`src/rtl/csel_pkg.sv`:
```
package csel_pkg;
    localparam int SEG_W = 4;

    typedef struct packed {
        logic [SEG_W-1:0] p;
        logic [SEG_W-1:0] g;
    } pg_t;

    typedef struct packed {
        logic [SEG_W-1:0] sum;
        logic             cout;
        logic             c_top;   // carry into the section's top bit
    } seg_res_t;

    function automatic pg_t make_pg(input logic [SEG_W-1:0] x, input logic [SEG_W-1:0] y);
        pg_t r;
        r.p = x ^ y;
        r.g = x & y;
        return r;
    endfunction
endpackage

```
`src/rtl/csel_spec_seg.sv`:
```
module csel_spec_seg
    import csel_pkg::*;
#(
    parameter bit ASSUME_C = 1'b0
) (
    input  pg_t      pg,
    output seg_res_t res
);
    logic [SEG_W:0] c;

    always_comb begin
        c[0] = ASSUME_C;
        for (int k = 0; k < SEG_W; k++) begin
            c[k+1]     = pg.g[k] | (pg.p[k] & c[k]);
            res.sum[k] = pg.p[k] ^ c[k];
        end
        res.cout  = c[SEG_W];
        res.c_top = c[SEG_W-1];
    end
endmodule

```
`src/rtl/csel_section.sv`:
```
module csel_section
    import csel_pkg::*;
(
    input  logic [SEG_W-1:0] a_seg,
    input  logic [SEG_W-1:0] b_seg,
    input  logic             carry_in,
    output logic [SEG_W-1:0] sum_seg,
    output logic             cout_seg,
    output logic             ctop_seg
);
    pg_t      pg;
    seg_res_t spec [2];
    seg_res_t pick;

    assign pg = make_pg(a_seg, b_seg);

    for (genvar h = 0; h < 2; h++) begin : g_hyp
        csel_spec_seg #(.ASSUME_C(h == 1)) u_spec (
            .pg  (pg),
            .res (spec[h])
        );
    end

    assign pick     = carry_in ? spec[1] : spec[0];
    assign sum_seg  = pick.sum;
    assign cout_seg = pick.cout;
    assign ctop_seg = pick.c_top;

    always_comb begin
        AST_SPEC_STEP: assert ({spec[1].cout, spec[1].sum} == {spec[0].cout, spec[0].sum} + 1'b1)
            else $error("speculative results not one apart");
        AST_SPEC_ORDER: assert (!spec[0].cout || spec[1].cout)
            else $error("carry with cin=0 but not with cin=1");
        AST_SECTION_SUM: assert ({cout_seg, sum_seg} == {1'b0, a_seg} + {1'b0, b_seg} + {{SEG_W{1'b0}}, carry_in})
            else $error("section picked wrong hypothesis");
    end
endmodule

```
`src/rtl/csel_adder.sv`:
```
module csel_adder
    import csel_pkg::*;
#(
    parameter int WIDTH = 16
) (
    input  logic [WIDTH-1:0] op_a,
    input  logic [WIDTH-1:0] op_b,
    input  logic             carry_in,
    output logic [WIDTH-1:0] sum,
    output logic             carry_out,
    output logic             overflow
);
    localparam int NSEG = WIDTH / SEG_W;

    logic [NSEG:0]   chain;
    logic [NSEG-1:0] ctop;

    assign chain[0] = carry_in;

    for (genvar s = 0; s < NSEG; s++) begin : g_sec
        csel_section u_sec (
            .a_seg    (op_a[s*SEG_W +: SEG_W]),
            .b_seg    (op_b[s*SEG_W +: SEG_W]),
            .carry_in (chain[s]),
            .sum_seg  (sum[s*SEG_W +: SEG_W]),
            .cout_seg (chain[s+1]),
            .ctop_seg (ctop[s])
        );
    end

    assign carry_out = chain[NSEG];
    assign overflow  = ctop[NSEG-1] ^ chain[NSEG];

    always_comb begin
        AST_WIDE_SUM: assert ({carry_out, sum} == {1'b0, op_a} + {1'b0, op_b} + {{WIDTH{1'b0}}, carry_in})
            else $error("sum or carry mismatch");
        AST_OVF_SIGN: assert (overflow == ((op_a[WIDTH-1] == op_b[WIDTH-1]) && (sum[WIDTH-1] != op_a[WIDTH-1])))
            else $error("overflow flag wrong");
    end
endmodule

```
`config.mk`:
```
export PLATFORM = sky130hd
export DESIGN_NAME = csel_adder
export DESIGN_NICKNAME = d
export VERILOG_FILES = /design/src/rtl/csel_pkg.sv /design/src/rtl/csel_spec_seg.sv /design/src/rtl/csel_section.sv /design/src/rtl/csel_adder.sv
export SDC_FILE = /design/constraint.sdc
export NUM_CORES = 1
export LEC_CHECK = 0
export BUFFER_PORTS_ARGS = -buffer_cell sky130_fd_sc_hd__buf_2
export CAP_MARGIN = 20
export CORE_MARGIN = 4
export CORE_UTILIZATION = 45
export DETAILED_ROUTE_END_ITERATION = 6
export PLACE_DENSITY_LB_ADDON = 0.08
export SYNTH_ARGS = -nofsm -noshare
export SYNTH_HDL_FRONTEND = slang
export SYNTH_SLANG_ARGS = --single-unit
export TNS_END_PERCENT = 10
```
`constraint.sdc`:
```
create_clock -name vclk -period 10.2
set_input_delay 0.51 -clock vclk [all_inputs]
set_output_delay 0.51 -clock vclk [all_outputs]
set_load 0.05 [all_outputs]
```
# Word level (Yosys, flattened, before mapping)
# Cells that the tools add are included.
[totals]
input_bits = 33
reg_bits = 0
wordCells = 93
[classes]
n_bitwise = 89
mux = 4
[op_table]
columns = ["cell", "count"]
rows = [
  ["OR 1 bit", 28],
  ["bitwise XOR 1 bit", 25],
  ["bitwise AND 1 bit", 24],
  ["2-to-1 mux 6 bit", 4],
  ["bitwise AND 4 bit", 4],
  ["bitwise XOR 4 bit", 4],
  ["NOT 1 bit", 4],
]

# Longest topological paths before layout
[depth]
ltp_word = 13
ltp_mapped = 19

# Hierarchy
# Synthesis repeated with hierarchy kept, for this count alone.
[unflattened]
hier_cells = 105
hier_area_um2 = 1134.8
[modules_own_cells]
columns = ["module", "area_per_inst_um2", "cells_per_inst", "instances", "seq_area_each_um2"]
rows = [
  ["csel_section", 151.4, 11, 4, 0.0],
  ["csel_spec_seg at g_sec[0].u_sec.g_hyp[1].u_spec ...", 66.3, 8, 4, 0.0],
  ["csel_spec_seg at g_sec[0].u_sec.g_hyp[0].u_spec ...", 63.8, 7, 4, 0.0],
  ["csel_adder", 8.8, 1, 1, 0.0],
]

# Least setup slack after synthesis
# Ideal clock, no wire load.
[synth_path]
kind = "input to output"
startpoint = "in op_a[0]"
endpoint = "out overflow"
path_slack_ps = 4033
required_ps = 9690
path_stages = 18
arrival_time_ps = 5657
n_path_buf = 0
cell_sequence = "ha_1 > nor2b_1 > o211a_1 > or3_1 > fa_1 > or2_2 > a31oi_2 > o21bai_1 > fa_1 > or2_2 > a31oi_2 > o21bai_1 > fa_1 > or2_4 > a311oi_4 > fa_1 > inv_1 > xnor2_1"
[synth_between]
elab_chain_cells = 13
[synth_rtl]
columns = ["element", "line_no", "text"]
rows = [
  ["start: declaration", "csel_adder.sv:6", "input logic [WIDTH-1:0] op_a,"],
  ["bitwise AND 4 bit / bitwise XOR 4 bit (equally long branches)", "csel_pkg.sv:18, csel_pkg.sv:17", ""],
  ["OR 1 bit", "csel_spec_seg.sv:14", "c[k+1] = pg.g[k] | (pg.p[k] & c[k]);"],
  ["bitwise AND 1 bit", "csel_spec_seg.sv:14", ""],
  ["OR 1 bit", "csel_spec_seg.sv:14", ""],
  ["bitwise AND 1 bit", "csel_spec_seg.sv:14", ""],
  ["OR 1 bit", "csel_spec_seg.sv:14", ""],
  ["bitwise AND 1 bit", "csel_spec_seg.sv:14", ""],
  ["OR 1 bit", "csel_spec_seg.sv:14", ""],
  ["2-to-1 mux 6 bit * (4 in series)", "csel_section.sv:24", "assign pick = carry_in ? spec[1] : spec[0];"],
  ["via carry_out", "csel_adder.sv:10", "output logic carry_out,"],
  ["bitwise XOR 1 bit *", "csel_adder.sv:32", "assign overflow = ctop[NSEG-1] ^ chain[NSEG];"],
  ["end: declaration", "csel_adder.sv:11", "output logic overflow"],
]
# The timed path passes the listed nets; every way through them passes the cells marked *.

# Worst setup path after layout
[layout_path]
startpoint = "in op_a[0]"
endpoint = "out sum[15]"
[layout_between]
elab_chain_cells = 12
[layout_rtl]
columns = ["element", "line_no", "text"]
rows = [
  ["bitwise AND 4 bit / bitwise XOR 4 bit (equally long branches)", "csel_pkg.sv:18, csel_pkg.sv:17", ""],
  ["OR 1 bit", "csel_spec_seg.sv:14", ""],
  ["bitwise AND 1 bit", "csel_spec_seg.sv:14", ""],
  ["OR 1 bit", "csel_spec_seg.sv:14", ""],
  ["bitwise AND 1 bit", "csel_spec_seg.sv:14", ""],
  ["OR 1 bit", "csel_spec_seg.sv:14", ""],
  ["bitwise AND 1 bit", "csel_spec_seg.sv:14", ""],
  ["OR 1 bit", "csel_spec_seg.sv:14", ""],
  ["2-to-1 mux 6 bit * (4 in series)", "csel_section.sv:24", ""],
  ["end: declaration", "csel_adder.sv:9", "output logic [WIDTH-1:0] sum,"],
]
# Every way passes the cells marked *; elsewhere a longest branch is shown, timed or not.

==> summary.txt <==
Status
  – Status: complete, no violations

Die
  – Die width: around 45 um
  – Io pins: 51
  – Row count: 13
  – Initial Util: roughly 48%
  – Die ar.: slightly above 0.002 mm2
  – Die Y: around 45 um
  – Core area: 0.00132 mm2

Drt
  – Final wirelength: 1.24 mm
  – Drt via density: 4.54
  – Pre-Repair DR Iteration Count: 1
  – Vias: ~630
  – Routed wire per std cell: approximately 9 um
  – 1st-iter DRT viols: 0
  – Post-route DRC: 0
  – Routed Antenna Nets: 0

Setup path
  – Crit-path max cell delay: 460 ps
  – CP required: ~9700 ps
  – Arrival time at the worst endpoint: 5350 ps
  – Critical path's slowest cell: fa_1
  – Startpoint types: input port
  – Crit-path max FO: 3
  – Worst setup path class: input port to output pin
  – CP cell instances: buf_2 > ha_1 > nor2b_1 > o211a_1 > or3_1 > fa_1 > or2_2 > a31oi_2 > o21bai_1 > fa_1 > or2_2 > a31oi_2 > o21bai_1 > fa_1 > or2_4 > a311oi_4 > fa_1 > inv_1 > buf_2
  – CP Capture Type: output pin
  – Crit path top cell by count: fa_1

Yosys
  – Cells after Synth: 72
  – Syn Nets: 125
  – Synthesized cell area: 632 um2
  – Seq/Total Area, Yosys: 0%
  – Post-synthesis average cell area: 8.78 um2
  – Synth cell types: 21
  – Ys Warns: 0

Clock tree
  – CTS Hold Bufs: 0
  – Post-cts gate resize count: 0
  – # Post-CTS Setup Buffers: 0

Power
  – Switch share: a little under three quarters
  – Clk pwr share: 0%
  – PwrDens: 121 mW/mm2
  – NetSw: 77.7 uW
  – Leakage power: 0.000548 uW
  – Reg power frac: 0%
  – Internal cell power: between 30 and 40 uW
  – Peak supply drop: 0.0648 mV
  – Combinational Power Share: 100.0%

Place
  – Post-DP HPWL: 1.23 mm
  – Pre-CTS setup slack: 4310 ps
  – RD Place Congestion: 0.693
  – Port Buffers: 51

Finish
  – Diode count: 0
  – Fill count: 131
  – Nets@finish: roughly 180
  – Seq cells: 0
  – Area Overhead vs Synth: 43.4%
  – Clock buffer count: 0
  – Register Area: 0 um2
  – Layout cells sized above 1: 48.0%

Worst hold path
  – Hold path endpoint: sum[0]
  – HP Start: carry_in
  – Hold Path Class: input port to output pin
  – Hold Path Cell Cnt: 3

GRT
  – Initial antenna violation count: 0
  – Grt total ovfl: 0
  – Number of global-route vias before repair: 550
  – GRT Overall Usage: 12.3%
  – Pin count of the biggest net entering global routing: 4
  – Global-route wire length before repair: 2.04 mm

STA
  – Final Max Tran Viols: 0
  – Worst Setup Slack, final: around 4300 ps
  – Setup TNS: 0 ps
  – Max Clk Rate: 171 MHz
  – Hold Fails Final Rpt: 0
  – Min Tclk post-route: 5860 ps
  – RSZ-0062 raised after global routing: false
  – Slew HR: between 80% and 90%
  – Final Setup Violations: 0
  – Final period util: 57.4%
  – Slew @ Worst Pin: 269 ps

Job
  – Max-cap violations: 0
-- layout make-up --
class / instances / area [um2] / share of cell area [%]
inverters: 14 / 52.6 / 5.80
repair buffers: 51 / 255 / 28.2
multi-input cells: 58 / 579 / 64.0
well taps: 15 / 18.8 / 2.07
-- how the worst max path moves through the flow --
stage / startpoint / to / slack, ps / depth (start not counted)
after floorplan: op_a[0] / overflow / 4030 / 18
after global placement: op_a[0] / sum[15] / 4390 / 19
after detailed placement: op_a[0] / sum[15] / 4310 / 19
after CTS: op_a[0] / sum[15] / 4300 / 19
after global routing: op_a[0] / sum[15] / 4090 / 19
final: op_a[0] / sum[15] / 4340 / 19
-- per-stage QoR --
step	cells	hold WS [ps]	total power, uW	util, %	instance area (um2)
after floorplan	72	1290	87.8	-	632
after global placement	138	1390	109	68.8	906
after detailed placement	138	1390	111	68.8	906
after CTS	138	1400	111	68.8	906
after global routing	138	1410	117	68.8	906
final	138	1400	110	68.8	906
-- per-layer routing --
metal	GRT usage [%]	up-vias	routed length (um)
met2	23.7	29	580
met5	0	-	0
li1	-	337	-
met3	0	0	157
met1	16.0	261	498
met4	0	0	0
-- power by group through the flow --
| stage | clock [uW] | sequential [uW] | combinational [uW] |
|---|---|---|---|
| global route | 0 | 0 | 117 |
| floorplan | 0 | 0 | 87.8 |
| finish | 0 | 0 | 110 |
| detailed placement | 0 | 0 | 111 |
| global placement | 0 | 0 | 109 |
| CTS | 0 | 0 | 111 |
-- cell usage after synthesis --
cell type  count  area share (%)
and2_1         2             2.0
a311oi_4       1             4.2
or2_2          2             2.0
xor2_1         4             5.5
a31oi_2        2             4.0
fa_1           4              13
nor2_1         2             1.2
ha_1          16              32
nor2b_4        1             2.2
and2_4         1             1.4
o21ai_0        1            0.79
or2_4          1             1.4
nand2_1        6             3.6
o211a_1        1             1.6
nor2b_1        1            0.99
o21bai_1       2             2.4
inv_1         14             8.3
xnor2_1        8              11
a211oi_1       1             1.2
a31oi_1        1            0.99
or3_1          1            0.99
-- critical path: cells and delay by family --
| family | cells | cell delay (ps) |
|---|---|---|
| fa+ha+maj | 5 | 1890 |
| buf+inv | 3 | 410 |
| simple gates | 5 | 1430 |
| compound gates | 6 | 1090 |
-- logic make-up (layout without fill, tap and decap cells) --
family | after synthesis | in the layout | share of synthesized area [%]
AO/OA/AOI/OAI | 9 | 9 | 15.0
AND/OR/NAND/NOR | 17 | 17 | 15.6
adder cells (fa/ha/maj) | 20 | 20 | 44.4
buffers and inverters | 14 | 65 | 8.32
XOR/XNOR | 12 | 12 | 16.6
-- cell usage in the layout (no fill, tap or decap) --
cell type  instances
buf_2             51
ha_1              16
inv_1             14
xnor2_1            8
nand2_1            6
xor2_1             4
fa_1               4
or2_2              2
a31oi_2            2
o21bai_1           2
nor2_1             2
and2_1             2
nor2b_4            1
nor2b_1            1
o21ai_0            1
o211a_1            1
a211oi_1           1
or3_1              1
or2_4              1
and2_4             1
a311oi_4           1
a31oi_1            1
(Power assumes the default switching activity.)
